**src/rtl/fli_pkg.sv**
```systemverilog
// Package of shared constants and threshold tables for the FIFO level
// interrupt generator. Assumes triggers fit in 7 bits.
package fli_pkg;

    localparam logic [3:0] IID_NONE = 4'b0001;
    localparam logic [3:0] IID_RX   = 4'b0100;
    localparam logic [3:0] IID_TX   = 4'b0010;

    // Legacy receive threshold for a 2-bit select.
    function automatic logic [6:0] legacy_rx_thresh(input logic [1:0] sel);
        case (sel)
            2'd0:    return 7'd1;
            2'd1:    return 7'd32;
            2'd2:    return 7'd64;
            default: return 7'd112;
        endcase
    endfunction

    // Legacy transmit threshold for a 2-bit select.
    function automatic logic [6:0] legacy_tx_thresh(input logic [1:0] sel);
        case (sel)
            2'd0:    return 7'd1;
            2'd1:    return 7'd16;
            2'd2:    return 7'd32;
            default: return 7'd64;
        endcase
    endfunction

endpackage

```
**src/rtl/fli_trig_sel.sv**
```systemverilog
// Threshold selection. Picks the programmable or the legacy trigger for
// each direction and widens it to the FIFO level width. Assumes
// LEVEL_W > TRIG_W. A zero receive trigger is promoted to 1. A zero
// transmit trigger in enhanced mode is flagged as idle mode.
module fli_trig_sel #(
    parameter int LEVEL_W = 8,
    parameter int TRIG_W  = 7
) (
    input  logic               enh_mode,
    input  logic [TRIG_W-1:0]  rx_trig_reg,
    input  logic [TRIG_W-1:0]  tx_trig_reg,
    input  logic [1:0]         rx_legacy_sel,
    input  logic [1:0]         tx_legacy_sel,
    output logic [LEVEL_W-1:0] rx_thresh,
    output logic [LEVEL_W-1:0] tx_thresh,
    output logic               tx_idle_mode
);
    import fli_pkg::*;

    localparam int PAD = LEVEL_W - TRIG_W;

    logic [TRIG_W-1:0] rx_raw;
    logic [TRIG_W-1:0] tx_raw;

    // Choose the trigger source by mode.
    always_comb begin
        rx_raw = enh_mode ? rx_trig_reg : legacy_rx_thresh(rx_legacy_sel);
        tx_raw = enh_mode ? tx_trig_reg : legacy_tx_thresh(tx_legacy_sel);
    end

    // Widen, promote a zero receive trigger, and detect the idle mode.
    always_comb begin
        if (rx_raw == '0)
            rx_thresh = LEVEL_W'(1);
        else
            rx_thresh = {{PAD{1'b0}}, rx_raw};
        tx_thresh    = {{PAD{1'b0}}, tx_raw};
        tx_idle_mode = enh_mode && (tx_trig_reg == '0);
    end

endmodule

```
**src/rtl/fli_rx_detect.sv**
```systemverilog
// Receive level compare. Raises the receive request when the FIFO level
// has reached the threshold and the enable is set. Purely combinational.
module fli_rx_detect #(
    parameter int LEVEL_W = 8
) (
    input  logic [LEVEL_W-1:0] rx_level,
    input  logic [LEVEL_W-1:0] rx_thresh,
    input  logic               ie_rx,
    output logic               rx_irq
);
    // Compare the level against the threshold and apply the mask.
    always_comb begin
        rx_irq = ie_rx && (rx_level >= rx_thresh);
    end

endmodule

```
**src/rtl/fli_tx_arm.sv**
```systemverilog
// Transmit condition and pending flag. Evaluates the transmit condition,
// which is either "level below threshold" or, in idle mode, a fully quiet
// transmit path. Holds a flag that sets on a rise of the condition and is
// consumed by a FIFO write or an ID read of the transmit source. Assumes
// tx_wr and id_rd_tx are single-cycle pulses.
module fli_tx_arm #(
    parameter int LEVEL_W = 8
) (
    input  logic               clk,
    input  logic               rst_n,
    input  logic [LEVEL_W-1:0] tx_level,
    input  logic [LEVEL_W-1:0] tx_thresh,
    input  logic               tx_idle_mode,
    input  logic               tx_shift_empty,
    input  logic               tx_line_idle,
    input  logic               ie_tx,
    input  logic               tx_wr,
    input  logic               id_rd_tx,
    output logic               tx_irq
);
    logic cond;
    logic cond_q;
    logic pend_q;

    // Evaluate the transmit trigger condition.
    always_comb begin
        if (tx_idle_mode)
            cond = (tx_level == '0) && tx_shift_empty && tx_line_idle;
        else
            cond = tx_level < tx_thresh;
    end

    // Track the previous condition and update the pending flag; clear wins.
    always_ff @(posedge clk) begin
        if (!rst_n) begin
            cond_q <= 1'b0;
            pend_q <= 1'b0;
        end else begin
            cond_q <= cond;
            if (!cond)
                pend_q <= 1'b0;
            else if (tx_wr || id_rd_tx)
                pend_q <= 1'b0;
            else if (!cond_q)
                pend_q <= 1'b1;
        end
    end

    // Present the request only while the flag is set, the condition holds and the enable is set.
    always_comb begin
        tx_irq = ie_tx && pend_q && cond;
    end

    AST_TX_WRITE_CLEARS: assert property (@(posedge clk) disable iff (!rst_n)
        tx_wr |=> !pend_q);

endmodule

```
**src/rtl/fli_id_enc.sv**
```systemverilog
// Interrupt ID encoder. Priority-encodes the two request lines, with
// receive above transmit.
module fli_id_enc (
    input  logic       rx_irq,
    input  logic       tx_irq,
    output logic [3:0] irq_id
);
    import fli_pkg::*;

    // Select the highest-priority pending source.
    always_comb begin
        if (rx_irq)
            irq_id = IID_RX;
        else if (tx_irq)
            irq_id = IID_TX;
        else
            irq_id = IID_NONE;
    end

endmodule

```
**src/rtl/fifo_level_irq.sv**
```systemverilog
// FIFO level interrupt generator, top level. Connects threshold selection,
// the receive compare, the transmit flag and the ID encoder. Assumes the
// FIFO levels are stable around the clock edge and LEVEL_W > TRIG_W.
module fifo_level_irq #(
    parameter int LEVEL_W = 8,
    parameter int TRIG_W  = 7
) (
    input  logic               clk,
    input  logic               rst_n,
    input  logic [LEVEL_W-1:0] rx_level,
    input  logic [LEVEL_W-1:0] tx_level,
    input  logic               tx_shift_empty,
    input  logic               tx_line_idle,
    input  logic [TRIG_W-1:0]  rx_trig_reg,
    input  logic [TRIG_W-1:0]  tx_trig_reg,
    input  logic               enh_mode,
    input  logic [1:0]         rx_legacy_sel,
    input  logic [1:0]         tx_legacy_sel,
    input  logic               ie_rx,
    input  logic               ie_tx,
    input  logic               id_rd,
    input  logic               tx_wr,
    output logic               rx_irq,
    output logic               tx_irq,
    output logic [3:0]         irq_id
);
    import fli_pkg::*;

    logic [LEVEL_W-1:0] rx_thresh;
    logic [LEVEL_W-1:0] tx_thresh;
    logic               tx_idle_mode;
    logic               id_rd_tx;

    fli_trig_sel #(.LEVEL_W(LEVEL_W), .TRIG_W(TRIG_W)) u_trig_sel (
        .enh_mode      (enh_mode),
        .rx_trig_reg   (rx_trig_reg),
        .tx_trig_reg   (tx_trig_reg),
        .rx_legacy_sel (rx_legacy_sel),
        .tx_legacy_sel (tx_legacy_sel),
        .rx_thresh     (rx_thresh),
        .tx_thresh     (tx_thresh),
        .tx_idle_mode  (tx_idle_mode)
    );

    fli_rx_detect #(.LEVEL_W(LEVEL_W)) u_rx_detect (
        .rx_level  (rx_level),
        .rx_thresh (rx_thresh),
        .ie_rx     (ie_rx),
        .rx_irq    (rx_irq)
    );

    // An ID read consumes the transmit request only while it is the reported source.
    always_comb begin
        id_rd_tx = id_rd && (irq_id == IID_TX);
    end

    fli_tx_arm #(.LEVEL_W(LEVEL_W)) u_tx_arm (
        .clk            (clk),
        .rst_n          (rst_n),
        .tx_level       (tx_level),
        .tx_thresh      (tx_thresh),
        .tx_idle_mode   (tx_idle_mode),
        .tx_shift_empty (tx_shift_empty),
        .tx_line_idle   (tx_line_idle),
        .ie_tx          (ie_tx),
        .tx_wr          (tx_wr),
        .id_rd_tx       (id_rd_tx),
        .tx_irq         (tx_irq)
    );

    fli_id_enc u_id_enc (
        .rx_irq (rx_irq),
        .tx_irq (tx_irq),
        .irq_id (irq_id)
    );

    AST_ENH_RX_REACHED: assert property (@(posedge clk) disable iff (!rst_n)
        (enh_mode && ie_rx && rx_trig_reg != '0 &&
         rx_level >= {{(LEVEL_W-TRIG_W){1'b0}}, rx_trig_reg}) |-> rx_irq);
    AST_RX_NEVER_EMPTY: assert property (@(posedge clk) disable iff (!rst_n)
        rx_irq |-> (rx_level != '0));
    AST_TX_ZERO_IDLE: assert property (@(posedge clk) disable iff (!rst_n)
        (enh_mode && tx_trig_reg == '0 && tx_irq) |->
        (tx_level == '0 && tx_shift_empty && tx_line_idle));
    AST_TX_MASKED: assert property (@(posedge clk) disable iff (!rst_n)
        !ie_tx |-> !tx_irq);
    AST_RX_WINS_ID: assert property (@(posedge clk) disable iff (!rst_n)
        rx_irq |-> (irq_id == IID_RX));
    AST_TX_READ_CLEARS: assert property (@(posedge clk) disable iff (!rst_n)
        (id_rd && irq_id == IID_TX) |=> !tx_irq);

endmodule

```
**config.mk**
```make
export PLATFORM = sky130hd
export DESIGN_NAME = fifo_level_irq
export DESIGN_NICKNAME = d
export VERILOG_FILES = /design/src/rtl/fli_pkg.sv /design/src/rtl/fli_trig_sel.sv /design/src/rtl/fli_rx_detect.sv /design/src/rtl/fli_tx_arm.sv /design/src/rtl/fli_id_enc.sv /design/src/rtl/fifo_level_irq.sv
export SDC_FILE = /design/constraint.sdc
export NUM_CORES = 1
export LEC_CHECK = 0
export ABC_AREA = 1
export BUFFER_PORTS_ARGS = -buffer_cell sky130_fd_sc_hd__clkbuf_2
export CORE_UTILIZATION = 39
export CTS_BUF_LIST = sky130_fd_sc_hd__clkbuf_16
export CTS_CLUSTER_DIAMETER = 80
export DETAILED_ROUTE_END_ITERATION = 6
export GPL_TIMING_DRIVEN = 0
export PLACE_DENSITY = 0.83
export SETUP_SLACK_MARGIN = 0.2
export SKIP_LAST_GASP = 1
export SLEW_MARGIN = 15
export SYNTH_ARGS = -nofsm -noshare
export SYNTH_HDL_FRONTEND = slang
export SYNTH_SLANG_ARGS = --single-unit
```
**constraint.sdc**
```tcl
create_clock -name clk -period 2 [get_ports clk]
set_clock_uncertainty 0.1 [all_clocks]
set_input_delay 0.2 -clock clk [delete_from_list [all_inputs] [get_ports clk]]
set_output_delay 0.2 -clock clk [all_outputs]
set_load 0.1 [all_outputs]
```
# After elaboration in Yosys (flattened, before gate mapping)
# Index checks and enable logic that the tools add are counted.
# classes
n_lt_le_gt_ge	2
n_eq_ne	5
muxes	8
bitwise	2
n_reduce_logical	14
# ops
cell	count
7-bit one-hot mux with 3 select lines	2
7-bit 2-to-1 mux	3
7-bit zero test	2
8-bit by 7-bit >= comparator with 1-bit output	1
8-bit zero test	1
8-bit by 7-bit < comparator with 1-bit output	1
1-bit logical AND	7
2-bit by 1-bit == test with 1-bit output (second input constant)	2
2-bit == test (second input constant)	2
4-bit by 2-bit == test with 1-bit output (second input constant)	1
2-bit zero test	2
4-bit 2-to-1 mux	1
3-bit OR reduction	1
2-bit 2-to-1 mux	1
1-bit NOT	2
1-bit logical OR	1
1-bit 2-to-1 mux	1
# word_totals
regBits	2
input_bits	43
out_inout_bits	6
elab_cells	33

# Depth between registers and ports, before layout
# logic_depth
word_depth	12
ltp_mapped	16
mapped_depth_nobuf	16

# Cells and area by module
# Synthesis repeated with hierarchy kept, for this count alone.
# hier_totals
hier_cells	160
area_unflattened_um2	870.8
# modules_own_cells
mod	n_inst	cells_per_inst	area_per_inst_um2	seq_area_each_um2
fli_tx_arm	1	55	330.3	40.0
fli_trig_sel	1	56	254.0	0.0
fli_rx_detect	1	37	222.7	0.0
fli_id_enc	1	6	32.5	0.0
fifo_level_irq	1	6	31.3	0.0

# Least setup slack after synthesis
# Ideal clock, no wire load.
# synth_path
path_type	input-to-output
start	in enh_mode
end	out irq_id[0]
arrival_ps	3090
required_time_ps	1700
path_slack_ps	-1390
path_stages	13
path_buffers	1
path_cell_list	buf_2 a21boi_0 nand4_1 o21ai_0 ha_1 inv_1 a21oi_1 o21ai_0 nand2_1 nand3_1 nand2_1 inv_1 nor2_1
# synth_between
elab_chain_cells	6
word_cells_on_any_way	12
cone_classes	order compare (2); mux (6); reduce/logical (4)
# synth_rtl
item	line_no	source
from (decl)	fifo_level_irq.sv:16	input logic enh_mode,
7-bit 2-to-1 mux (*)	fli_trig_sel.sv:27	rx_raw = enh_mode ? rx_trig_reg : legacy_rx_thresh(rx_legacy_sel);
7-bit zero test	fli_trig_sel.sv:33	if (rx_raw == '0)
7-bit 2-to-1 mux (*)	fli_trig_sel.sv:33	
8-bit by 7-bit >= comparator with 1-bit output (*)	fli_rx_detect.sv:13	rx_irq = ie_rx && (rx_level >= rx_thresh);
1-bit logical AND (*)	fli_rx_detect.sv:13	
via rx_irq	fifo_level_irq.sv:23	output logic rx_irq,
4-bit 2-to-1 mux (*)	fli_id_enc.sv:12	if (rx_irq)
to (decl)	fifo_level_irq.sv:25	output logic [3:0] irq_id
# Mark *: on every way through the listed nets, which the timed path passes. The rest lies on a longest branch.

# Worst setup path after layout
# layout_path
start	in enh_mode
end	out irq_id[0]
# layout_between
elab_chain_cells	6
word_cells_on_any_way	12
cone_classes	order compare (2); mux (6); reduce/logical (4)
# layout_rtl
item	line_no
7-bit 2-to-1 mux, on equally long branches	fli_trig_sel.sv:27, fli_trig_sel.sv:28
7-bit zero test / 8-bit by 7-bit < comparator with 1-bit output (equally long branches)	fli_trig_sel.sv:33, fli_tx_arm.sv:30
7-bit 2-to-1 mux / 1-bit 2-to-1 mux (equally long branches)	fli_trig_sel.sv:33, fli_tx_arm.sv:27
8-bit by 7-bit >= comparator with 1-bit output / 1-bit logical AND (equally long branches)	fli_rx_detect.sv:13, fli_tx_arm.sv:51
1-bit logical AND / 2-bit 2-to-1 mux (equally long branches)	fli_rx_detect.sv:13, fli_id_enc.sv:14
4-bit 2-to-1 mux (*)	fli_id_enc.sv:12
# Mark *: on every way between the ends. The rest lies on a longest branch, timed or not.

==> key figures <==
Status
  • Outcome: finished, violations left
  • Violated checks: negative setup slack

GRT
  • M1 GR Usage: 0.237
  • Initial antenna violation count: 0
  • Most used routing layer: met2
  • Total GRT Usage: 0.238
  • Met3 GRT Util: 0.0553
  • First-pass GRT wire length: about 3.3 mm
  • Largest net degree at the start of global routing: 7
  • Congestion Overflow GR: 0
  • Vias in the first global route: around 870
  • Met2 global-route usage: 0.445

Synth
  • FF+latch count, synth: 2
  • Largest area contributor in the netlist: ha_1
  • Post-synthesis sequential area ratio: 0.0614
  • Count of cell types in the netlist: 23
  • Syn Nets: about 170
  • Synth top area cells: ha_1 (25%), nand2_1 (18%), inv_1 (10%)
  • Mapped Avg Cell Area: a little under 6 sq um
  • Mapped Area: about 650 sq um
  • Post-synth top area share: 0.250
  • Cells after Synth: approximately 110
  • Synthesis Warnings: 0

STA
  • Final setup fails: 5
  • RSZ-0062 raised after global routing: yes
  • Period utilization: 1.17
  • F_max: 428 MHz
  • Slew Limit Fails: 0
  • Setup ws final: -0.334 ns
  • Final hold vios: 0
  • Post-route minimum period: ~2.3 ns

Cells and area
  • Fillers: 89
  • Fraction of layout cells with a size suffix above 1: 0.523
  • Register area: between 40 and 50 sq um
  • Layout Nets: between 200 and 250
  • Ant diodes: 0
  • Final instance area: around 1300 sq um
  • Area grow syn2layout: 98.7%
  • Multi-input logic area: roughly 610 sq um

Run
  • Max Cap Viol: 0

Clock network
  • Maximum buffer depth of the clock tree: 2
  • CTS tree: built
  • Total CTS buffers: 3
  • Clock transition at path regs: roughly 0.030 ns
  • Clk Latency, worst-skew pair: ~0.22 ns
  • CTS H-tree depth: 1
  • Clk root buf: clkbuf_16
  • CTS sink count: 2
  • Hold-fix buffers at CTS: 0

Worst setup path
  • Worst-case reg-to-reg path depth: 5
  • R2r startpoint: u_tx_arm.pend_q$_SDFFE_PP0N_
  • Crit path capture: irq_id[0]
  • Critical path startpoint: enh_mode
  • Worst setup EP type: output pin
  • Worst flop-to-flop path endpoint: u_tx_arm.pend_q$_SDFFE_PP0N_
  • R2R setup slack: about 1.1 ns
  • Crit path DAT: just over 2 ns
  • Crit-path max FO: 6
  • Delay of the slowest cell on the worst path: between 0.2 and 0.25 ns
  • Worst EP required: between 1.5 and 2 ns
  • Critical path type: input pin to output pin
  • Startpoint types: input pin
  • Worst path cell trace: clkbuf_16 -> buf_8 -> a22oi_2 -> nand4_1 -> o21ai_1 -> ha_2 -> inv_2 -> a21oi_2 -> o21ai_1 -> nand2_1 -> nand3_2 -> nand2_2 -> clkinvlp_4 -> nor2_4 -> clkbuf_16
  • Critical path's slowest cell: clkbuf_16

Routing
  • Detail Route Antenna Nets: 0
  • Vias per cell: around 5.1
  • DR iter-0 viols: 17
  • Drt pass-1 iters: 6
  • DRC Markers: 0
  • Vias: 953
  • WL/cell: ~11 um
  • Total Wirelength: between 2 and 2.5 mm

Floorplan
  • Die Footprint: between 1500 and 2000 sq um
  • Core ar.: about 1500 sq um
  • Starting density of the core: 0.423
  • Die Y: 42.9 um
  • Rows: 14
  • # IOs: between 40 and 50
  • Die W: 42.9 um

Power
  • Max IR drop VDD: between 0.0005 and 0.0006 V
  • Total power: ~640 uW
  • Lkg Pwr: between 0.0007 and 0.0008 uW
  • Cell Pwr Density: 498 nW/um^2

Placement
  • Hpwl dp: between 1.5 and 2 mm
  • Placed cell area: ~960 sq um
  • RD Place Congestion: 0.830
  • Buffers on Ports: between 40 and 50

Hold path
  • Hold_sp: rst_n
  • Worst hold path type: input pin to flop
[metrics by stage]
stage	setup TNS (ns)	hold slack, ns	cells	setup WS (ns)	utilization
final	-1.40	0.0964	188	-0.334	0.840
after detailed placement	-2.63	0.312	176	-0.614	0.625
after global placement	-2.44	0.305	176	-0.581	0.625
after floorplan	-1.91	0.202	113	-0.710	-
after global routing	-2.17	0.125	188	-0.496	0.840
after CTS	-1.14	0.0913	186	-0.267	0.810
[placed cells by master, fill, tap and decap left out, types with 2 or more instances in the layout]
| cell type | count |
|---|---|
| clkbuf_2 | 41 |
| nand2_1 | 26 |
| inv_1 | 13 |
| ha_1 | 11 |
| nor2_1 | 9 |
| clkbuf_16 | 8 |
| nand2_2 | 7 |
| buf_4 | 7 |
| a21oi_1 | 5 |
| nand4_1 | 4 |
| nand3_1 | 3 |
| inv_2 | 3 |
| buf_6 | 3 |
| o21ai_0 | 2 |
| nand2_4 | 2 |
| clkinvlp_4 | 2 |
| a21oi_2 | 2 |
| o21ai_1 | 2 |
| nor2_4 | 2 |
| dfxtp_1 | 2 |
[per-layer routing]
layer / wire, um / share of wire
met1: 815 / 0.38
met2: 1160 / 0.54
met3: 118 / 0.055
met4: 65 / 0.030
met5: 0 / 0
[registers in the layout, summed over array words and instances, names as in the netlist]
signal / count
u_tx_arm.cond_q: 1
u_tx_arm.pend_q: 1
[Yosys cell counts]
| cell | number |
|---|---|
| nand2_1 | 32 |
| inv_1 | 18 |
| ha_1 | 13 |
| nor2_1 | 11 |
| a21oi_1 | 7 |
| nand3_1 | 4 |
| nand4_1 | 4 |
| o21ai_0 | 4 |
| nand2_2 | 3 |
| buf_4 | 2 |
| dfxtp_1 | 2 |
| nor3_1 | 2 |
| a21boi_0 | 1 |
| a22oi_1 | 1 |
| and3_1 | 1 |
| buf_2 | 1 |
| conb_1 | 1 |
| inv_2 | 1 |
| nor4_1 | 1 |
| nor4_2 | 1 |
| o21a_1 | 1 |
| o21ai_2 | 1 |
| o21bai_1 | 1 |
[worst min-delay path by stage]
stage                                  to  slack (ns)  depth (start not counted)
6_report       u_tx_arm.cond_q$_SDFF_PN0_         0.1                          3
4_1_cts        u_tx_arm.cond_q$_SDFF_PN0_        0.09                          3
2_1_floorplan  u_tx_arm.cond_q$_SDFF_PN0_        0.20                          2
3_3_place_gp   u_tx_arm.cond_q$_SDFF_PN0_        0.31                          3
5_1_grt        u_tx_arm.cond_q$_SDFF_PN0_        0.13                          3
3_5_place_dp   u_tx_arm.cond_q$_SDFF_PN0_        0.31                          3
[kinds of logic after synthesis]
| kind of cell | synth area share |
|---|---|
| AND/OR/NAND/NOR | 0.399 |
| flip-flops | 0.0614 |
| AO/OA/AOI/OAI | 0.144 |
| buffers and inverters | 0.140 |
| other | 0.00575 |
| adder cells (fa/ha/maj) | 0.250 |
[report_power, final]
part	switching (uW)	leakage, uW	total [uW]	internal (uW)
combinational	162	0.000670	302	140
clock	45.7	0.0000370	300	254
sequential	0.622	0.0000163	43.0	42.4
[critical path, delay by kind of cell]
kind | cells | cell delay (ns)
AOI/OAI and AO/OA | 4 | 0.45
buffers and inverters | 5 | 0.67
and+or+nand+nor | 5 | 0.53
adders and majority gates | 1 | 0.19
[final cells by class]
cell class,count,area share
Multi-Input combinational cell,89,0.469
Timing Repair Buffer,56,0.338
Inverter,19,0.0628
Clock buffer,3,0.0580
Sequential cell,2,0.0309
Buffer,3,0.0261
Tap cell,16,0.0155
[what timing repair did]
| item | 4_1_cts | 5_1_grt |
|---|---|---|
| setup buffers | 6 | 2 |
| cloned | 1 | 0 |
| setup endpoints to repair | 5 | 7 |
| pin swaps | 10 | 10 |
| resized for setup | 24 | 9 |
Power figures use the tool's default switching activity.
